<file path="config.mk">
export PLATFORM = sky130hd
export DESIGN_NAME = swap_pwm
export DESIGN_NICKNAME = d
export VERILOG_FILES = /design/src/rtl/swap_pwm_pkg.sv /design/src/rtl/swpwm_sync.sv /design/src/rtl/swpwm_edge.sv /design/src/rtl/swpwm_core.sv /design/src/rtl/swap_pwm.sv
export SDC_FILE = /design/constraint.sdc
export NUM_CORES = 1
export LEC_CHECK = 0
export ABC_AREA = 1
export BUFFER_PORTS_ARGS = -buffer_cell sky130_fd_sc_hd__buf_2
export CAP_MARGIN = 40
export CORE_ASPECT_RATIO = 2
export CORE_MARGIN = 3
export CORE_UTILIZATION = 59
export DETAILED_ROUTE_END_ITERATION = 8
export PLACE_DENSITY = 0.77
export SYNTH_ARGS = -nofsm -noshare
export SYNTH_HDL_FRONTEND = slang
export SYNTH_SLANG_ARGS = --single-unit
</file>
<file path="constraint.sdc">
create_clock -name clk -period 2.2 [get_ports clk]
set_clock_uncertainty 0.1 [all_clocks]
set_input_delay 0.22 -clock clk [delete_from_list [all_inputs] [get_ports clk]]
set_output_delay 0.22 -clock clk [all_outputs]
set_load 0.05 [all_outputs]
</file>
<file path="src/rtl/swap_pwm_pkg.sv">
package swap_pwm_pkg;
    typedef enum logic [1:0] {
        SEL_PERIOD = 2'd0,
        SEL_CMP    = 2'd1,
        SEL_BUF    = 2'd2,
        SEL_CTRL   = 2'd3
    } wr_sel_e;

    localparam int CTL_SWAP_EN = 0;
    localparam int CTL_FALLING = 1;
    localparam int CTL_CLR_TC  = 2;
endpackage

</file>
<file path="src/rtl/swpwm_sync.sv">
module swpwm_sync #(
    parameter int STAGES = 2
) (
    input  logic clk,
    input  logic rst_n,
    input  logic din,
    output logic dout
);
    logic [STAGES-1:0] stg_q;

    generate
        for (genvar i = 0; i < STAGES; i++) begin : g_stage
            if (i == 0) begin : g_first
                always_ff @(posedge clk or negedge rst_n) begin
                    if (!rst_n) stg_q[i] <= 1'b0;
                    else        stg_q[i] <= din;
                end
            end else begin : g_next
                always_ff @(posedge clk or negedge rst_n) begin
                    if (!rst_n) stg_q[i] <= 1'b0;
                    else        stg_q[i] <= stg_q[i-1];
                end
            end
        end
    endgenerate

    assign dout = stg_q[STAGES-1];
endmodule

</file>
<file path="src/rtl/swpwm_edge.sv">
module swpwm_edge (
    input  logic clk,
    input  logic rst_n,
    input  logic tick,
    input  logic sync_in,
    input  logic falling,
    output logic edge_ev
);
    logic prev_d, prev_q;

    always_comb begin
        prev_d  = prev_q;
        edge_ev = 1'b0;
        if (tick) begin
            prev_d  = sync_in;
            edge_ev = falling ? (prev_q & ~sync_in) : (~prev_q & sync_in);
        end
    end

    always_ff @(posedge clk or negedge rst_n) begin
        if (!rst_n) prev_q <= 1'b0;
        else        prev_q <= prev_d;
    end

    // events exist only on strobes
    a_r7_edge_on_tick: assert property (@(posedge clk) disable iff (!rst_n)
        edge_ev |-> tick);
    // sampled value holds between strobes
    a_r7_hold_between: assert property (@(posedge clk) disable iff (!rst_n)
        !tick |=> $stable(prev_q));
endmodule

</file>
<file path="src/rtl/swpwm_core.sv">
module swpwm_core
    import swap_pwm_pkg::*;
#(
    parameter int CNT_W      = 8,
    parameter int RST_PERIOD = 9,
    parameter int OV_CYCLES  = 2
) (
    input  logic             clk,
    input  logic             rst_n,
    input  logic             tick,
    input  logic             edge_ev,
    input  logic             wr_en,
    input  logic [1:0]       wr_sel,
    input  logic [CNT_W-1:0] wr_data,
    output logic             falling,
    output logic             line,
    output logic             line_n,
    output logic             ov,
    output logic             tc_flag
);
    localparam int OVW = $clog2(OV_CYCLES + 1);

    typedef struct packed {
        logic [CNT_W-1:0] cnt;
        logic [CNT_W-1:0] per;
        logic [CNT_W-1:0] cmp;
        logic [CNT_W-1:0] buff;
        logic             swap_en;
        logic             fall;
        logic             seen;
        logic             irq;
        logic [OVW-1:0]   ovc;
    } core_st_t;

    core_st_t st_d, st_q;
    logic     tc_fire;
    logic     do_swap;

    always_comb begin
        st_d    = st_q;
        tc_fire = tick && (st_q.cnt >= st_q.per);
        do_swap = tc_fire && st_q.swap_en && (st_q.seen || edge_ev);

        if (st_q.ovc != '0) st_d.ovc = st_q.ovc - 1'b1;

        if (tick) begin
            if (tc_fire) st_d.cnt = '0;
            else         st_d.cnt = st_q.cnt + 1'b1;
        end

        if (tc_fire) begin
            st_d.seen = 1'b0;
            st_d.ovc  = OVW'(OV_CYCLES);
            if (do_swap) begin
                st_d.cmp  = st_q.buff;
                st_d.buff = st_q.cmp;
            end
        end else if (edge_ev) begin
            st_d.seen = 1'b1;
        end

        if (wr_en) begin
            case (wr_sel_e'(wr_sel))
                SEL_PERIOD: st_d.per  = wr_data;
                SEL_CMP:    st_d.cmp  = wr_data;
                SEL_BUF:    st_d.buff = wr_data;
                SEL_CTRL: begin
                    st_d.swap_en = wr_data[CTL_SWAP_EN];
                    st_d.fall    = wr_data[CTL_FALLING];
                    if (wr_data[CTL_CLR_TC]) st_d.irq = 1'b0;
                end
                default: ;
            endcase
        end

        if (tc_fire) st_d.irq = 1'b1;
    end

    always_ff @(posedge clk or negedge rst_n) begin
        if (!rst_n) begin
            st_q     <= '0;
            st_q.per <= CNT_W'(RST_PERIOD);
        end else begin
            st_q     <= st_d;
        end
    end

    assign falling = st_q.fall;
    assign line    = (st_q.cnt < st_q.cmp);
    assign line_n  = ~line;
    assign ov      = (st_q.ovc != '0);
    assign tc_flag = st_q.irq;

    // counter steps by one below the period
    a_r1_step: assert property (@(posedge clk) disable iff (!rst_n)
        (tick && st_q.cnt < st_q.per) |=> st_q.cnt == $past(st_q.cnt) + 1'b1);
    // wrap at terminal count
    a_r1_wrap: assert property (@(posedge clk) disable iff (!rst_n)
        tc_fire |=> st_q.cnt == '0);
    // exchange at terminal count after an event
    a_r3_swap: assert property (@(posedge clk) disable iff (!rst_n)
        (tc_fire && st_q.swap_en && (st_q.seen || edge_ev) && !wr_en)
        |=> (st_q.cmp == $past(st_q.buff)) && (st_q.buff == $past(st_q.cmp)));
    // no exchange while disabled
    a_r5_no_swap_disabled: assert property (@(posedge clk) disable iff (!rst_n)
        (tc_fire && !st_q.swap_en && !wr_en) |=> $stable(st_q.cmp));
    // overflow pulse begins only after a terminal count
    a_r8_ov_start: assert property (@(posedge clk) disable iff (!rst_n)
        $rose(ov) |-> $past(tc_fire));
    // flag set by terminal count
    a_r9_flag_set: assert property (@(posedge clk) disable iff (!rst_n)
        tc_fire |=> tc_flag);
    // event record cleared at terminal count
    a_r10_seen_clear: assert property (@(posedge clk) disable iff (!rst_n)
        tc_fire |=> !st_q.seen);
endmodule

</file>
<file path="src/rtl/swap_pwm.sv">
module swap_pwm #(
    parameter int CNT_W       = 8,
    parameter int RST_PERIOD  = 9,
    parameter int OV_CYCLES   = 2,
    parameter int SYNC_STAGES = 2
) (
    input  logic             clk,
    input  logic             rst_n,
    input  logic             cnt_tick,
    input  logic             sw_in,
    input  logic             wr_en,
    input  logic [1:0]       wr_sel,
    input  logic [CNT_W-1:0] wr_data,
    output logic             line,
    output logic             line_n,
    output logic             ov,
    output logic             tc_flag
);
    logic sw_sync;
    logic sw_edge;
    logic falling;

    swpwm_sync #(.STAGES(SYNC_STAGES)) u_sync (
        .clk   (clk),
        .rst_n (rst_n),
        .din   (sw_in),
        .dout  (sw_sync)
    );

    swpwm_edge u_edge (
        .clk     (clk),
        .rst_n   (rst_n),
        .tick    (cnt_tick),
        .sync_in (sw_sync),
        .falling (falling),
        .edge_ev (sw_edge)
    );

    swpwm_core #(
        .CNT_W      (CNT_W),
        .RST_PERIOD (RST_PERIOD),
        .OV_CYCLES  (OV_CYCLES)
    ) u_core (
        .clk     (clk),
        .rst_n   (rst_n),
        .tick    (cnt_tick),
        .edge_ev (sw_edge),
        .wr_en   (wr_en),
        .wr_sel  (wr_sel),
        .wr_data (wr_data),
        .falling (falling),
        .line    (line),
        .line_n  (line_n),
        .ov      (ov),
        .tc_flag (tc_flag)
    );

    // line outputs are complementary
    a_r2_compl: assert property (@(posedge clk) disable iff (!rst_n)
        line_n == ~line);
endmodule

</file>
==> impl_metrics.json <==
{
  "status": "finished, final reports clean",
  "p_sw_mw": 1.15,
  "peakVddDrop_v": 0.000779,
  "worstHoldEndpoint": "u_core.st_q[25]$_DFFE_PN1P_",
  "cts_buffers": 5,
  "worst_setup_path_end_kind": "primary output",
  "layout_setup_ws_ns": 0.0389,
  "leakagePower_nw": 1.51,
  "nets": 362,
  "hold_depth": 3,
  "syn-num-nets": 332,
  "cts_max_path_buffers": 2,
  "cts.htree.levels": 2,
  "grt_pass1_vias": 2012,
  "start_util_pct": 63.2,
  "wl_mm": 5.10,
  "area_growth_syn_to_layout_pct": 14.0,
  "grt_antenna_before_repair": 0,
  "wl_per_cell_um": 13.4,
  "vias": 1982,
  "worst_slew_pin_slew_ns": 0.606,
  "tns_ns": 0,
  "drcViolationCount": 0,
  "r2r-start": "u_core.st_q[37]$_DFFE_PN0P_",
  "core_area_um2": 3720,
  "setup_viol": 0,
  "vias_per_cell": 5.22,
  "grt_max_degree": 27,
  "power_density_nw_per_um2": 1050,
  "min_period_over_period_pct": 98.2,
  "grt_pass1_wl_mm": 8.76,
  "port_buffers": 18,
  "hold_class": "input pin to register",
  "rows": 31,
  "start_kind": "register",
  "synth_edf_count": 0,
  "r2r_end": "u_core.st_q[7]$_DFF_PN0_",
  "ys_ff_latch": 41,
  "dp_hpwl_mm": 3.71,
  "netlist_instances": 300,
  "synthFlopType": "dfrtp_1",
  "synth_area_um2": 2350,
  "p_seq_share_pct": 42.2,
  "max_freq_ghz": 0.463,
  "clk_latency_ns": 0.29,
  "cts_sinks": 41,
  "dr.pass1.iters": 5,
  "synth-seq-area-share_pct": 43.7,
  "synth_cell_type_count": 28,
  "drive_gt1_share_pct": 17.2,
  "holdCritStartpoint": "wr_data[3]",
  "rsz0062_at_grt": "true",
  "drv_cap": 0,
  "pwr-share-clk_pct": 16.9,
  "drv_slew": 0,
  "synthArstFlopShare_pct": 100,
  "clk_pin_slew_ns": 0.08,
  "avgSynthCellArea_um2": 7.84,
  "ant_nets": 0,
  "yosys_warnings": 0,
  "crit_fanout": 4,
  "critPathKind": "register to primary output",
  "cp_data_arrival_time_ns": 1.84,
  "diodes": 0,
  "swShare_pct": 40.9,
  "die_w_um": 50.6,
  "fin_crit_ns": 2.16,
  "die_y_um": 95.3,
  "cts_root_buf": "clkbuf_8",
  "dp_slack_ns": 0.142,
  "cts_tree": "yes",
  "gp_congestion": 0.870,
  "drtIter0Drc": 86,
  "ios": 19,
  "ff2ff_path_depth": 10,
  "grt_use_total_pct": 24.3,
  "r2r_setup_slack_ns": 0.17,
  "crit_required_ns": 1.88,
  "relSlewSlack_pct": 59.6,
  "grt_overflow": 0,
  "hold_viol": 0,
  "power_frac_comb_pct": 40.9,
  "p_int_mw": 1.67,
  "fp.dieArea_um2": 4830
}
[cell families after synthesis]
| logic type | Yosys count | share of synthesized area [%] |
|---|---|---|
| adder cells (fa/ha/maj) | 17 | 9.04 |
| AND/OR/NAND/NOR | 144 | 28.0 |
| XOR/XNOR | 3 | 1.12 |
| buffers and inverters | 67 | 11.4 |
| flip-flops | 41 | 43.7 |
| AO/OA/AOI/OAI | 28 | 6.76 |
[Yosys cell counts, types with 2 or more instances]
master,n,area share [%]
nand2_1,81,13
ha_1,17,9.0
nand4_1,18,4.8
xor2_1,2,0.74
nor3_1,3,0.64
inv_2,8,1.3
a21oi_1,9,1.9
dfstp_2,2,2.2
nor2_1,11,1.8
nor3_2,2,0.85
o21ai_0,14,3.0
clkbuf_1,3,0.48
buf_4,2,0.64
dfrtp_1,39,41
inv_1,52,8.3
nand3_1,25,5.3
[what timing repair did]
| action | CTS | global route |
|---|---|---|
| endpoints found under the setup margin | 2 | 8 |
| setup buffers | 0 | 4 |
| hold endpoints to repair | 23 | 0 |
| resized for setup | 3 | 6 |
| hold buffers | 2 | 0 |
| pin swaps | 0 | 4 |
| gates cloned | 0 | 0 |
[sequential cells by signal (all words and copies together) (netlist names)]
name,flops
u_core.st_q,36
u_core.falling,1
u_core.tc_flag,1
u_edge.prev_q,1
u_sync.dout,1
u_sync.stg_q,1
[power by group through the flow]
stage               Combinational, mW  Sequential, mW  Clock, mW
floorplan                       0.796            1.17          0
global placement                 1.03            1.19          0
detailed placement               1.06            1.20          0
CTS                              1.08            1.18      0.488
global route                     1.34            1.22      0.518
finish                           1.15            1.19      0.476
[critical path, cell delays in order (launching register included)]
cell and delay (ns):
dfrtp_2 0.45, ha_4 0.26, a21boi_1 0.16, o211ai_1 0.11, nand2_1 0.09, nand4_1 0.10, nand3_2 0.12, clkinvlp_4 0.10
buf_8 0.15
[area by class of cell]
type                       instances  area, um2
tap                               49       61.3
inverter                          60        229
sequential                        41       1030
clock inverter                     2       10.0
timing repair buffer              30        198
multi-input combinational        192       1080
clock buffer                       6       72.6
fill                             329       1040
[cell usage in the layout (no fill, tap or decap), types with 2 or more instances in the layout]
| cell | netlist | routed |
|---|---|---|
| xor2_1 | 2 | 2 |
| dlygate4sd3_1 | 0 | 2 |
| nor2_1 | 11 | 11 |
| buf_4 | 2 | 11 |
| nand4_1 | 18 | 18 |
| nand2_1 | 81 | 81 |
| clkinv_2 | 0 | 2 |
| dfrtp_1 | 39 | 38 |
| clkbuf_8 | 0 | 5 |
| inv_1 | 52 | 50 |
| a21oi_1 | 9 | 9 |
| nor3_1 | 3 | 3 |
| ha_1 | 17 | 16 |
| dfstp_2 | 2 | 2 |
| nor3_2 | 2 | 2 |
| nand3_1 | 25 | 24 |
| nand3_4 | 1 | 2 |
| o21ai_0 | 14 | 14 |
| inv_2 | 8 | 9 |
| buf_2 | 1 | 16 |
[how the worst max path moves through the flow]
| stage | from | to | slack (ns) | depth (start not counted) |
|---|---|---|---|---|
| 2_1_floorplan | u_core.st_q[31]$_DFFE_PN0P_ | line | 0.20 | 7 |
| 3_3_place_gp | u_core.st_q[25]$_DFFE_PN1P_ | u_core.st_q[11]$_DFF_PN0_ | 0.20 | 13 |
| 3_5_place_dp | u_core.st_q[25]$_DFFE_PN1P_ | u_core.st_q[11]$_DFF_PN0_ | 0.14 | 13 |
| 4_1_cts | u_core.st_q[31]$_DFFE_PN0P_ | line | 0.005 | 8 |
| 5_1_grt | u_core.st_q[15]$_DFF_PN0_ | line | -0.06 | 9 |
| 6_report | u_core.st_q[31]$_DFFE_PN0P_ | line | 0.04 | 8 |
[through the flow]
step / cells / utilization, % / hold WS, ns / power (mW) / cell area [um2]
6_report: 380 / 72.0 / 0.0965 / 2.82 / 2680
5_1_grt: 380 / 72.0 / 0.106 / 3.08 / 2680
3_3_place_gp: 366 / 67.5 / 0.159 / 2.22 / 2510
3_5_place_dp: 366 / 67.5 / 0.161 / 2.26 / 2510
4_1_cts: 376 / 70.4 / 0.0940 / 2.75 / 2620
2_1_floorplan: 300 / - / -0.176 / 1.97 / 2360
[per-layer routing]
metal  track usage (%)  part of all wire (%)  vias to the layer above
li1                  -                     -                     1017
met1              25.5                    39                      921
met2              46.2                    57                       35
met3              4.38                   2.5                        9
met4              9.89                   1.8                        0
met5                 0                     0                        -
Note: power is estimated with default switching activity, not from simulation.
